$ cat src/rtl/burst_seq_pkg.sv
// Shared types for the burst address sequencer.
// Assumes: a single bit selects between the two burst orders.
package burst_seq_pkg;
    typedef enum logic {
        ORDER_LINEAR = 1'b0,
        ORDER_XOR    = 1'b1
    } burst_order_e;
endpackage

$ cat src/rtl/burst_load_ctrl.sv
// Decodes the two start strobes into one load request.
// Assumes: the processor strobe counts only with chip_en high; the
// controller strobe always counts; the processor path wins when both count.
module burst_load_ctrl (
    input  logic proc_strobe,
    input  logic ctrl_strobe,
    input  logic chip_en,
    output logic load_en,
    output logic proc_sel
);
    // Qualify each strobe and merge them into a single load.
    always_comb begin
        proc_sel = proc_strobe & chip_en;
        load_en  = proc_sel | ctrl_strobe;
    end
endmodule

$ cat src/rtl/burst_beat_ctr.sv
// Beat counter for one burst. A clear request restarts it at zero and
// takes priority over a step; a step counts up modulo 2**BEAT_W.
// Assumes: synchronous active-low reset.
module burst_beat_ctr #(
    parameter int BEAT_W = 2
) (
    input  logic              clk,
    input  logic              rst_n,
    input  logic              clear,
    input  logic              step,
    output logic [BEAT_W-1:0] beat
);
    // Count beats, restart on clear.
    always_ff @(posedge clk) begin
        if (!rst_n)     beat <= '0;
        else if (clear) beat <= '0;
        else if (step)  beat <= beat + 1'b1;
    end


    clear_zero_chk: assert property (@(posedge clk) disable iff (!rst_n)
        clear |=> beat == '0);

    step_inc_chk: assert property (@(posedge clk) disable iff (!rst_n)
        (step && !clear) |=> beat == BEAT_W'($past(beat) + 1'b1));
endmodule

$ cat src/rtl/burst_low_map.sv
// Maps the start low bits and the beat number to the current low
// address bits, in linear (modular add) or interleaved (XOR) order.
// Assumes: purely combinational; the order value is already registered.
module burst_low_map
    import burst_seq_pkg::*;
#(
    parameter int BEAT_W = 2
) (
    input  burst_order_e      order,
    input  logic [BEAT_W-1:0] start_low,
    input  logic [BEAT_W-1:0] beat,
    output logic [BEAT_W-1:0] low
);
    // Select the order function for the current burst.
    always_comb begin
        case (order)
            ORDER_XOR: low = start_low ^ beat;
            default:   low = start_low + beat;
        endcase
    end
endmodule

$ cat src/rtl/burst_addr_seq.sv
// Top of the burst address sequencer. Captures a start address and the
// burst order on an accepted strobe, then steps the low BEAT_W address
// bits on advance, leaving the upper bits unchanged.
// Assumes: ADDR_W > BEAT_W; synchronous active-low reset.
module burst_addr_seq
    import burst_seq_pkg::*;
#(
    parameter int ADDR_W = 20,
    parameter int BEAT_W = 2
) (
    input  logic              clk,
    input  logic              rst_n,
    input  logic              proc_strobe,
    input  logic              ctrl_strobe,
    input  logic              chip_en,
    input  logic              advance,
    input  logic              burst_mode,
    input  logic [ADDR_W-1:0] addr_in,
    output logic [ADDR_W-1:0] burst_addr,
    output logic [BEAT_W-1:0] beat_idx
);
    localparam int UPPER_W = ADDR_W - BEAT_W;

    logic              load_en;
    logic              proc_sel;
    logic [ADDR_W-1:0] start_q;
    burst_order_e      order_q;
    logic [BEAT_W-1:0] low_bits;

    burst_load_ctrl u_load (
        .proc_strobe (proc_strobe),
        .ctrl_strobe (ctrl_strobe),
        .chip_en     (chip_en),
        .load_en     (load_en),
        .proc_sel    (proc_sel)
    );

    burst_beat_ctr #(.BEAT_W(BEAT_W)) u_beat (
        .clk   (clk),
        .rst_n (rst_n),
        .clear (load_en),
        .step  (advance),
        .beat  (beat_idx)
    );

    // Capture the start address and burst order on a load.
    always_ff @(posedge clk) begin
        if (!rst_n) begin
            start_q <= '0;
            order_q <= ORDER_LINEAR;
        end else if (load_en) begin
            start_q <= addr_in;
            order_q <= burst_order_e'(burst_mode);
        end
    end

    burst_low_map #(.BEAT_W(BEAT_W)) u_map (
        .order     (order_q),
        .start_low (start_q[BEAT_W-1:0]),
        .beat      (beat_idx),
        .low       (low_bits)
    );

    // Join the held upper bits with the sequenced low bits.
    always_comb begin
        burst_addr = {start_q[ADDR_W-1:BEAT_W], low_bits};
    end


    proc_load_chk: assert property (@(posedge clk) disable iff (!rst_n)
        (proc_strobe && chip_en) |=> (burst_addr == $past(addr_in)) && (beat_idx == '0));

    ctrl_load_chk: assert property (@(posedge clk) disable iff (!rst_n)
        ctrl_strobe |=> (burst_addr == $past(addr_in)) && (beat_idx == '0));

    dual_strobe_chk: assert property (@(posedge clk) disable iff (!rst_n)
        (proc_strobe && ctrl_strobe) |-> load_en);

    proc_gate_chk: assert property (@(posedge clk) disable iff (!rst_n)
        (proc_strobe && !chip_en && !ctrl_strobe && !advance)
        |=> $stable(burst_addr) && $stable(beat_idx));

    suspend_chk: assert property (@(posedge clk) disable iff (!rst_n)
        (!proc_sel && !ctrl_strobe && !advance) |=> $stable(burst_addr) && $stable(beat_idx));

    upper_hold_chk: assert property (@(posedge clk) disable iff (!rst_n)
        !load_en |=> $stable(burst_addr[ADDR_W-1:BEAT_W]));

    xor_order_chk: assert property (@(posedge clk) disable iff (!rst_n)
        (!load_en && order_q == ORDER_XOR)
        |=> (burst_addr[BEAT_W-1:0] ^ beat_idx) == $past(burst_addr[BEAT_W-1:0] ^ beat_idx));

    lin_order_chk: assert property (@(posedge clk) disable iff (!rst_n)
        (!load_en && order_q == ORDER_LINEAR)
        |=> BEAT_W'(burst_addr[BEAT_W-1:0] - beat_idx)
            == BEAT_W'($past(burst_addr[BEAT_W-1:0]) - $past(beat_idx)));

    initial begin
        assert (UPPER_W > 0) else $error("ADDR_W must exceed BEAT_W");
    end
endmodule

$ cat config.mk
export PLATFORM = sky130hd
export DESIGN_NAME = burst_addr_seq
export DESIGN_NICKNAME = d
export VERILOG_FILES = /design/src/rtl/burst_seq_pkg.sv /design/src/rtl/burst_load_ctrl.sv /design/src/rtl/burst_beat_ctr.sv /design/src/rtl/burst_low_map.sv /design/src/rtl/burst_addr_seq.sv
export SDC_FILE = /design/constraint.sdc
export NUM_CORES = 1
export LEC_CHECK = 0
export ABC_AREA = 1
export BUFFER_PORTS_ARGS = -buffer_cell sky130_fd_sc_hd__buf_2
export CORE_AREA = 2 2 56 58
export DETAILED_ROUTE_END_ITERATION = 10
export DIE_AREA = 0 0 58 60
export PLACE_DENSITY_LB_ADDON = 0.12
export RECOVER_POWER = 100
export SYNTH_ARGS = -nofsm -noshare
export SYNTH_HDL_FRONTEND = slang
export SYNTH_SLANG_ARGS = --single-unit
$ cat constraint.sdc
create_clock -name clk -period 2.7 [get_ports clk]
set_clock_uncertainty 0.1 [all_clocks]
set_input_delay 0.405 -clock clk [delete_from_list [all_inputs] [get_ports clk]]
set_output_delay 0.405 -clock clk [all_outputs]
set_load 0.1 [all_outputs]
==> PnR_summary.wiki, run 1 <==
{| class="wikitable"
! Metric !! Value
|-
| Reg-to-reg setup timing slack || 1.81 ns
|-
| Highest ir drop seen on vdd || 0.343 mV
|-
| Fmax || 431 MHz
|-
| Antenna violations before repair || 0
|-
| Detailed placer's ending HPWL || 1.62 mm
|-
| Sink count of the clock tree || 23
|-
| I/O pins || 49
|-
| Max-slew headroom || 0.104
|-
| Class of the tightest hold or removal check || in -> reg
|-
| Setup slack of the critical path after layout || 0.382 ns
|-
| Final standard cell count with taps included and fillers excluded || 236
|-
| Antenna cells || 0
|-
| Layout overhead on the synthesized area || 4.97%
|-
| Number of rows created at floorplan || 20
|-
| Cell count after placement || 232
|-
| Slowest CP cell || clkbuf_1
|-
| PortBufs || 48
|-
| Result of the run || complete, no violations
|-
| Number of hold-repair buffers added at the cts stage || 0
|-
| Type of element capturing the critical path || output port
|-
| Yosys Warn Count || 0
|-
| Per-cell via count in the routed design || 4.59
|-
| Max clock buf depth || 2
|-
| Max H-tree Level || 1
|-
| Post-Synthesis Cells || 179
|-
| Average cell area after synthesis || 6.89 um2
|-
| Family with the most delay on the worst path || buffers and inverters
|-
| Arrival time reported for the critical path endpoint || 1.81 ns
|-
| Leakage power || 0.652 nW
|-
| First-pass DRT Iterations || 4
|-
| Count of maximum capacitance violations || 0
|-
| Global-route usage over all layers || 0.149
|-
| Cell chosen for the clock root || clkbuf_4
|-
| Commonest non-fill, non-tap cell in the layout || nand2_1
|-
| Crit path buf inv count || 1
|-
| Post-CTS Setup Repair Bufs || 0
|-
| Wire length of the first global-routing pass || 4.00 mm
|-
| Highest-count cells in the layout ignoring fill and taps || nand2_1, buf_2, inv_1, nand3_1
|-
| TritonCTS clock tree || done
|-
| Wire length reported by the detailed router || 2.42 mm
|-
| Insertion delay to the later sink of the worst-skew pair || 0.30 ns
|-
| Post-cts sizing count || 0
|-
| CORE AREA || 2900 um2
|-
| Filler cell count in the final layout || 323
|-
| Placed Instance Area || 1310 um2
|-
| Post-synthesis net count || 207
|-
| Final hold violation count || 0
|-
| Via count of the routed design || 1083
|-
| Final period util || 0.858
|-
| Number of buffers inserted during clock tree synthesis || 3
|-
| Setup violations, final || 0
|-
| WS Path Type || reg -> out
|-
| Floorplan die area || 3480 um2
|-
| Flops & latches, synth || 23
|-
| Sequential fraction of the synthesis area || 0.373
|-
| Place WS || 0.993 ns
|-
| Y dimension of the die || 60 um
|-
| Pin count of the biggest net entering global routing || 44
|-
| CP startpoint kind || flop
|-
| Power per unit of standard cell area || 643 nW/um2
|-
| Post-route DRC || 0
|-
| Fraction of final layout cells sized beyond drive strength 1 || 0.158
|-
| Largest driver fanout on the critical path || 4
|-
| Placer's final routability congestion estimate || 0.669
|-
| Initial standard-cell utilization of the core || 0.425
|-
| Total Power Consumption || 833 uW
|-
| 1st-iter DRT viols || 43
|-
| Clock transition time at the flip-flop clock pins of the worst setup and hold paths || 0.12 ns
|-
| Final global-route overflow total || 0
|-
| Critical path cell sequence || ha_1 > clkbuf_1
|-
| Cell area after synthesis || 1230 um2
|-
| Crit path largest cell delay || 0.86 ns
|-
| Setup TNS after final layout || 0 ns
|-
| WP data required || 2.19 ns
|-
| Number of global-route vias before repair || 966
|-
| Die X || 58 um
|-
| Count of cell types in the netlist || 15
|-
| Minimum period implied by the final worst setup slack || 2.32 ns
|-
| Final net count || 232
|-
| Number of antenna-violating nets in the routed design || 0
|-
| Detail-routed net length per standard cell || 10.3 um
|-
| Pins over their slew limit || 0
|-
| Post-route design area || 1290 um2
|-
| Setup repair after global routing missed its margin || no
|-
| Worst Max-Slew Pin Slew || 1.34 ns
|}
## tightest hold or removal path: cells and delay by family
kind | cells | cell delay [ns]
compound gates | 1 | 0.03
simple gates | 1 | 0.08
buf+inv | 1 | 0.07
## report_power, final
group          internal (mW)  total [mW]  switching (mW)  leakage (nW)
combinational         0.0518       0.300           0.248         0.446
sequential             0.365       0.377          0.0127         0.191
clock                 0.0575       0.155          0.0979        0.0150
## worst paths after layout
path | startpoint | endpoint | cells after the start
min | addr_in[1] | start_q[1]$_SDFFE_PN0P_ | 3
max | u_beat.beat[0]$_SDFFE_PP0P_ | burst_addr[0] | 2
min reg2reg | u_beat.beat[1]$_SDFFE_PP0P_ | u_beat.beat[1]$_SDFFE_PP0P_ | 2
max reg2reg | u_beat.beat[0]$_SDFFE_PP0P_ | u_beat.beat[1]$_SDFFE_PP0P_ | 4
## layout make-up
class	count	area (um2)	share of cell area
Sequential cell	23	460	0.356
Multi-Input combinational cell	102	455	0.352
Timing Repair Buffer	48	214	0.165
Inverter	26	97.6	0.0754
Tap cell	33	41.3	0.0319
Clock buffer	4	26.3	0.0203
## kinds of logic (layout without fill, tap and decap cells)
logic type,count (synthesis),count (layout),share of synthesized area
AND/OR/NAND/NOR,79,79,0.276
buffers and inverters,54,78,0.248
flip-flops,23,23,0.373
AO/OA/AOI/OAI,22,22,0.0923
adder cells (fa/ha/maj),1,1,0.0101
## sequential cells by signal, indices dropped and copies added (netlist names)
register     flops
start_q         20
u_beat.beat      2
order_q          1
## stage by stage
| stage | hold WS, ns | utilization |
|---|---|---|
| global placement | 0.417 | 0.450 |
| detailed placement | 0.419 | 0.450 |
| finish | 0.209 | 0.446 |
| CTS | 0.194 | 0.459 |
| floorplan | 0.417 | - |
| global route | 0.191 | 0.446 |
## Yosys cell counts, drive strengths merged
| master | number | area, um2 |
|---|---|---|
| nor3 | 1 | 10.0 |
| buf | 28 | 209 |
| nor2 | 23 | 86.3 |
| ha | 1 | 12.5 |
| inv | 26 | 97.6 |
| nand3 | 24 | 125 |
| a21oi | 22 | 114 |
| nand2 | 31 | 119 |
| dfxtp | 23 | 460 |
## routing by layer
metal / track usage / vias up / part of all wire
li1: - / 580 / -
met1: 0.174 / 467 / 0.45
met2: 0.253 / 32 / 0.47
met3: 0.0325 / 4 / 0.068
met4: 0.0797 / 0 / 0.013
met5: 0 / - / 0
(Power assumes the default switching activity.)
==> run 2: changes to the inputs <==
Settings changed: RECOVER_POWER 100 to not set, SLEW_MARGIN set to 10.
==> run 2 against run 1 <==
  * Register-to-register slack hardly changed
  * Routed wire length is 1.7% lower
  * Setup slack better by 0.28 ns
  * Largest cell class is now multi-input gates
  * Sequential power hardly changed
  * Combinational power is 2% higher
  * First-iteration DRC count is 2.3% lower
==> PnR_summary.wiki, run 2 (same netlist as run 1, synthesis figures left out) <==
{| class="wikitable"
! Metric !! Value
|-
| Highest ir drop seen on vdd || 0.341 mV
|-
| Reg-to-reg critical path startpoint || u_beat.beat[0]$_SDFFE_PP0P_
|-
| Die X || 58 um
|-
| Crit path largest cell delay || 0.41 ns
|-
| Y dimension of the die || 60 um
|-
| Placer's final routability congestion estimate || 0.669
|-
| Final period util || 0.755
|-
| Fraction of final layout cells sized beyond drive strength 1 || 0.276
|-
| Final net count || 232
|-
| Proportion of power drawn by flip-flops and latches || 0.449
|-
| Max clock buf depth || 2
|-
| Pins over their slew limit || 0
|-
| Fmax || 491 MHz
|-
| Result of the run || complete, no violations
|-
| Minimum period implied by the final worst setup slack || 2.04 ns
|-
| Fraction of power spent switching nets || 0.428
|-
| Commonest non-fill, non-tap cell in the layout || buf_2
|-
| Leakage power || 0.731 nW
|-
| Number of global-route vias before repair || 966
|-
| Wire length reported by the detailed router || 2.38 mm
|-
| Floorplan die area || 3480 um2
|-
| Clock Power Share || 0.186
|-
| Number of buffers inserted during clock tree synthesis || 3
|-
| CP startpoint kind || flop
|-
| Global-route usage over all layers || 0.149
|-
| Setup repair after global routing missed its margin || no
|-
| Family with the most delay on the worst path || buffers and inverters
|-
| Slowest CP cell || buf_2
|-
| Insertion delay to the later sink of the worst-skew pair || 0.30 ns
|-
| Net switching power figure || 359 uW
|-
| Clock transition time at the flip-flop clock pins of the worst setup and hold paths || 0.13 ns
|-
| Largest register by flop count || start_q
|-
| Arrival time reported for the critical path endpoint || 1.53 ns
|-
| CORE AREA || 2900 um2
|-
| 1st-iter DRT viols || 42
|-
| Initial standard-cell utilization of the core || 0.425
|-
| I/O pins || 49
|-
| Number of rows created at floorplan || 20
|-
| R2r worst-path depth || 4
|-
| Worst Hold End || start_q[1]$_SDFFE_PN0P_
|-
| TritonCTS clock tree || done
|-
| Fin Hold WS || 0.208 ns
|-
| Detail-routed net length per standard cell || 10.1 um
|-
| PortBufs || 48
|-
| First-pass DRT Iterations || 4
|-
| Antenna cells || 0
|-
| Most frequent cell on the critical path || inv_1
|-
| Power per unit of standard cell area || 630 nW/um2
|-
| Final global-route overflow total || 0
|-
| Largest driver fanout on the critical path || 4
|-
| Via count of the routed design || 1081
|-
| Crit path buf inv count || 3
|-
| Min-delay src || addr_in[1]
|-
| Layout overhead on the synthesized area || 8.01%
|-
| Pin count of the biggest net entering global routing || 44
|-
| Number of antenna-violating nets in the routed design || 0
|-
| Max H-tree Level || 1
|-
| Worst Max-Slew Pin Slew || 0.759 ns
|-
| Max FFs per register || 20
|-
| Post-route DRC || 0
|-
| Reg-to-reg setup timing slack || 1.81 ns
|-
| Sink count of the clock tree || 23
|-
| Highest-count cells in the layout ignoring fill and taps || buf_2, nand2_1, inv_1
|-
| Cell chosen for the clock root || clkbuf_4
|-
| Number of hold-repair buffers added at the cts stage || 0
|-
| Type of element capturing the critical path || output port
|-
| Combinational Power Share || 0.365
|-
| Post-cts sizing count || 0
|-
| Count of maximum capacitance violations || 0
|-
| Final hold violation count || 0
|-
| WP data required || 2.19 ns
|-
| RR Endpoint || u_beat.beat[1]$_SDFFE_PP0P_
|-
| Hold path cells || 3
|-
| Class of the tightest hold or removal check || in -> reg
|-
| Critical path cell sequence || ha_1 > inv_1 > nor2_1 > nand3_1 > nand2_1 > inv_1 > buf_2
|-
| Detailed placer's ending HPWL || 1.62 mm
|-
| Post-CTS Setup Repair Bufs || 0
|-
| Setup TNS after final layout || 0 ns
|-
| Wire length of the first global-routing pass || 4.00 mm
|-
| Max-slew headroom || 0.492
|-
| Largest registers || start_q x20, u_beat.beat x2, order_q x1
|-
| Antenna violations before repair || 0
|-
| Per-cell via count in the routed design || 4.58
|-
| Setup violations, final || 0
|-
| WS Path Type || reg -> out
|-
| Cell Int Power || 480 uW
|}
==> run 2: power groups by stage <==
stage | clock [mW] | sequential (mW) | combinational, mW
final | 0.156 | 0.377 | 0.307
after global routing | 0.184 | 0.380 | 0.327
after CTS | 0.169 | 0.377 | 0.309
after detailed placement | 0 | 0.384 | 0.309
after global placement | 0 | 0.383 | 0.304
after floorplan | 0 | 0.388 | 0.287
==> run 2: layer usage <==
layer	vias to the layer above	GRT usage	share of wire
li1	579	-	-
met1	466	0.174	0.44
met2	32	0.253	0.48
met3	4	0.0325	0.066
met4	0	0.0797	0.013
met5	-	0	0
==> run 2: cell type report <==
class,count,area [um2]
sequential,23,460
timing repair buffer,48,240
clock buffer,4,26.3
inverter,26,97.6
fill,310,1570
multi-input combinational,102,467
tap,33,41.3
==> run 2: metrics by stage <==
| step | total power, mW | instance area, um2 | utilization | setup slack (ns) | cells |
|---|---|---|---|---|---|
| floorplan | 0.675 | 1230 | - | 0.180 | 179 |
| global placement | 0.688 | 1310 | 0.450 | 1.04 | 232 |
| detailed placement | 0.693 | 1310 | 0.450 | 0.993 | 232 |
| CTS | 0.855 | 1330 | 0.459 | 0.622 | 236 |
| global route | 0.892 | 1330 | 0.459 | 0.510 | 236 |
| finish | 0.839 | 1330 | 0.459 | 0.662 | 236 |
==> run 2: worst min-delay path: stages <==
cell and delay (ns):
buf_2 0.07, a21oi_1 0.03, nor2_1 0.08
==> run 2: worst max path at each step <==
stage	startpoint	to	slack, ns	depth (start not counted)
floorplan	u_beat.beat[0]$_SDFFE_PP0P_	burst_addr[1]	0.18	5
finish	u_beat.beat[0]$_SDFFE_PP0P_	burst_addr[1]	0.66	7
CTS	u_beat.beat[0]$_SDFFE_PP0P_	burst_addr[1]	0.62	6
detailed placement	u_beat.beat[0]$_SDFFE_PP0P_	burst_addr[1]	0.99	6
global placement	u_beat.beat[0]$_SDFFE_PP0P_	burst_addr[1]	1.04	7
global route	u_beat.beat[0]$_SDFFE_PP0P_	burst_addr[1]	0.51	6
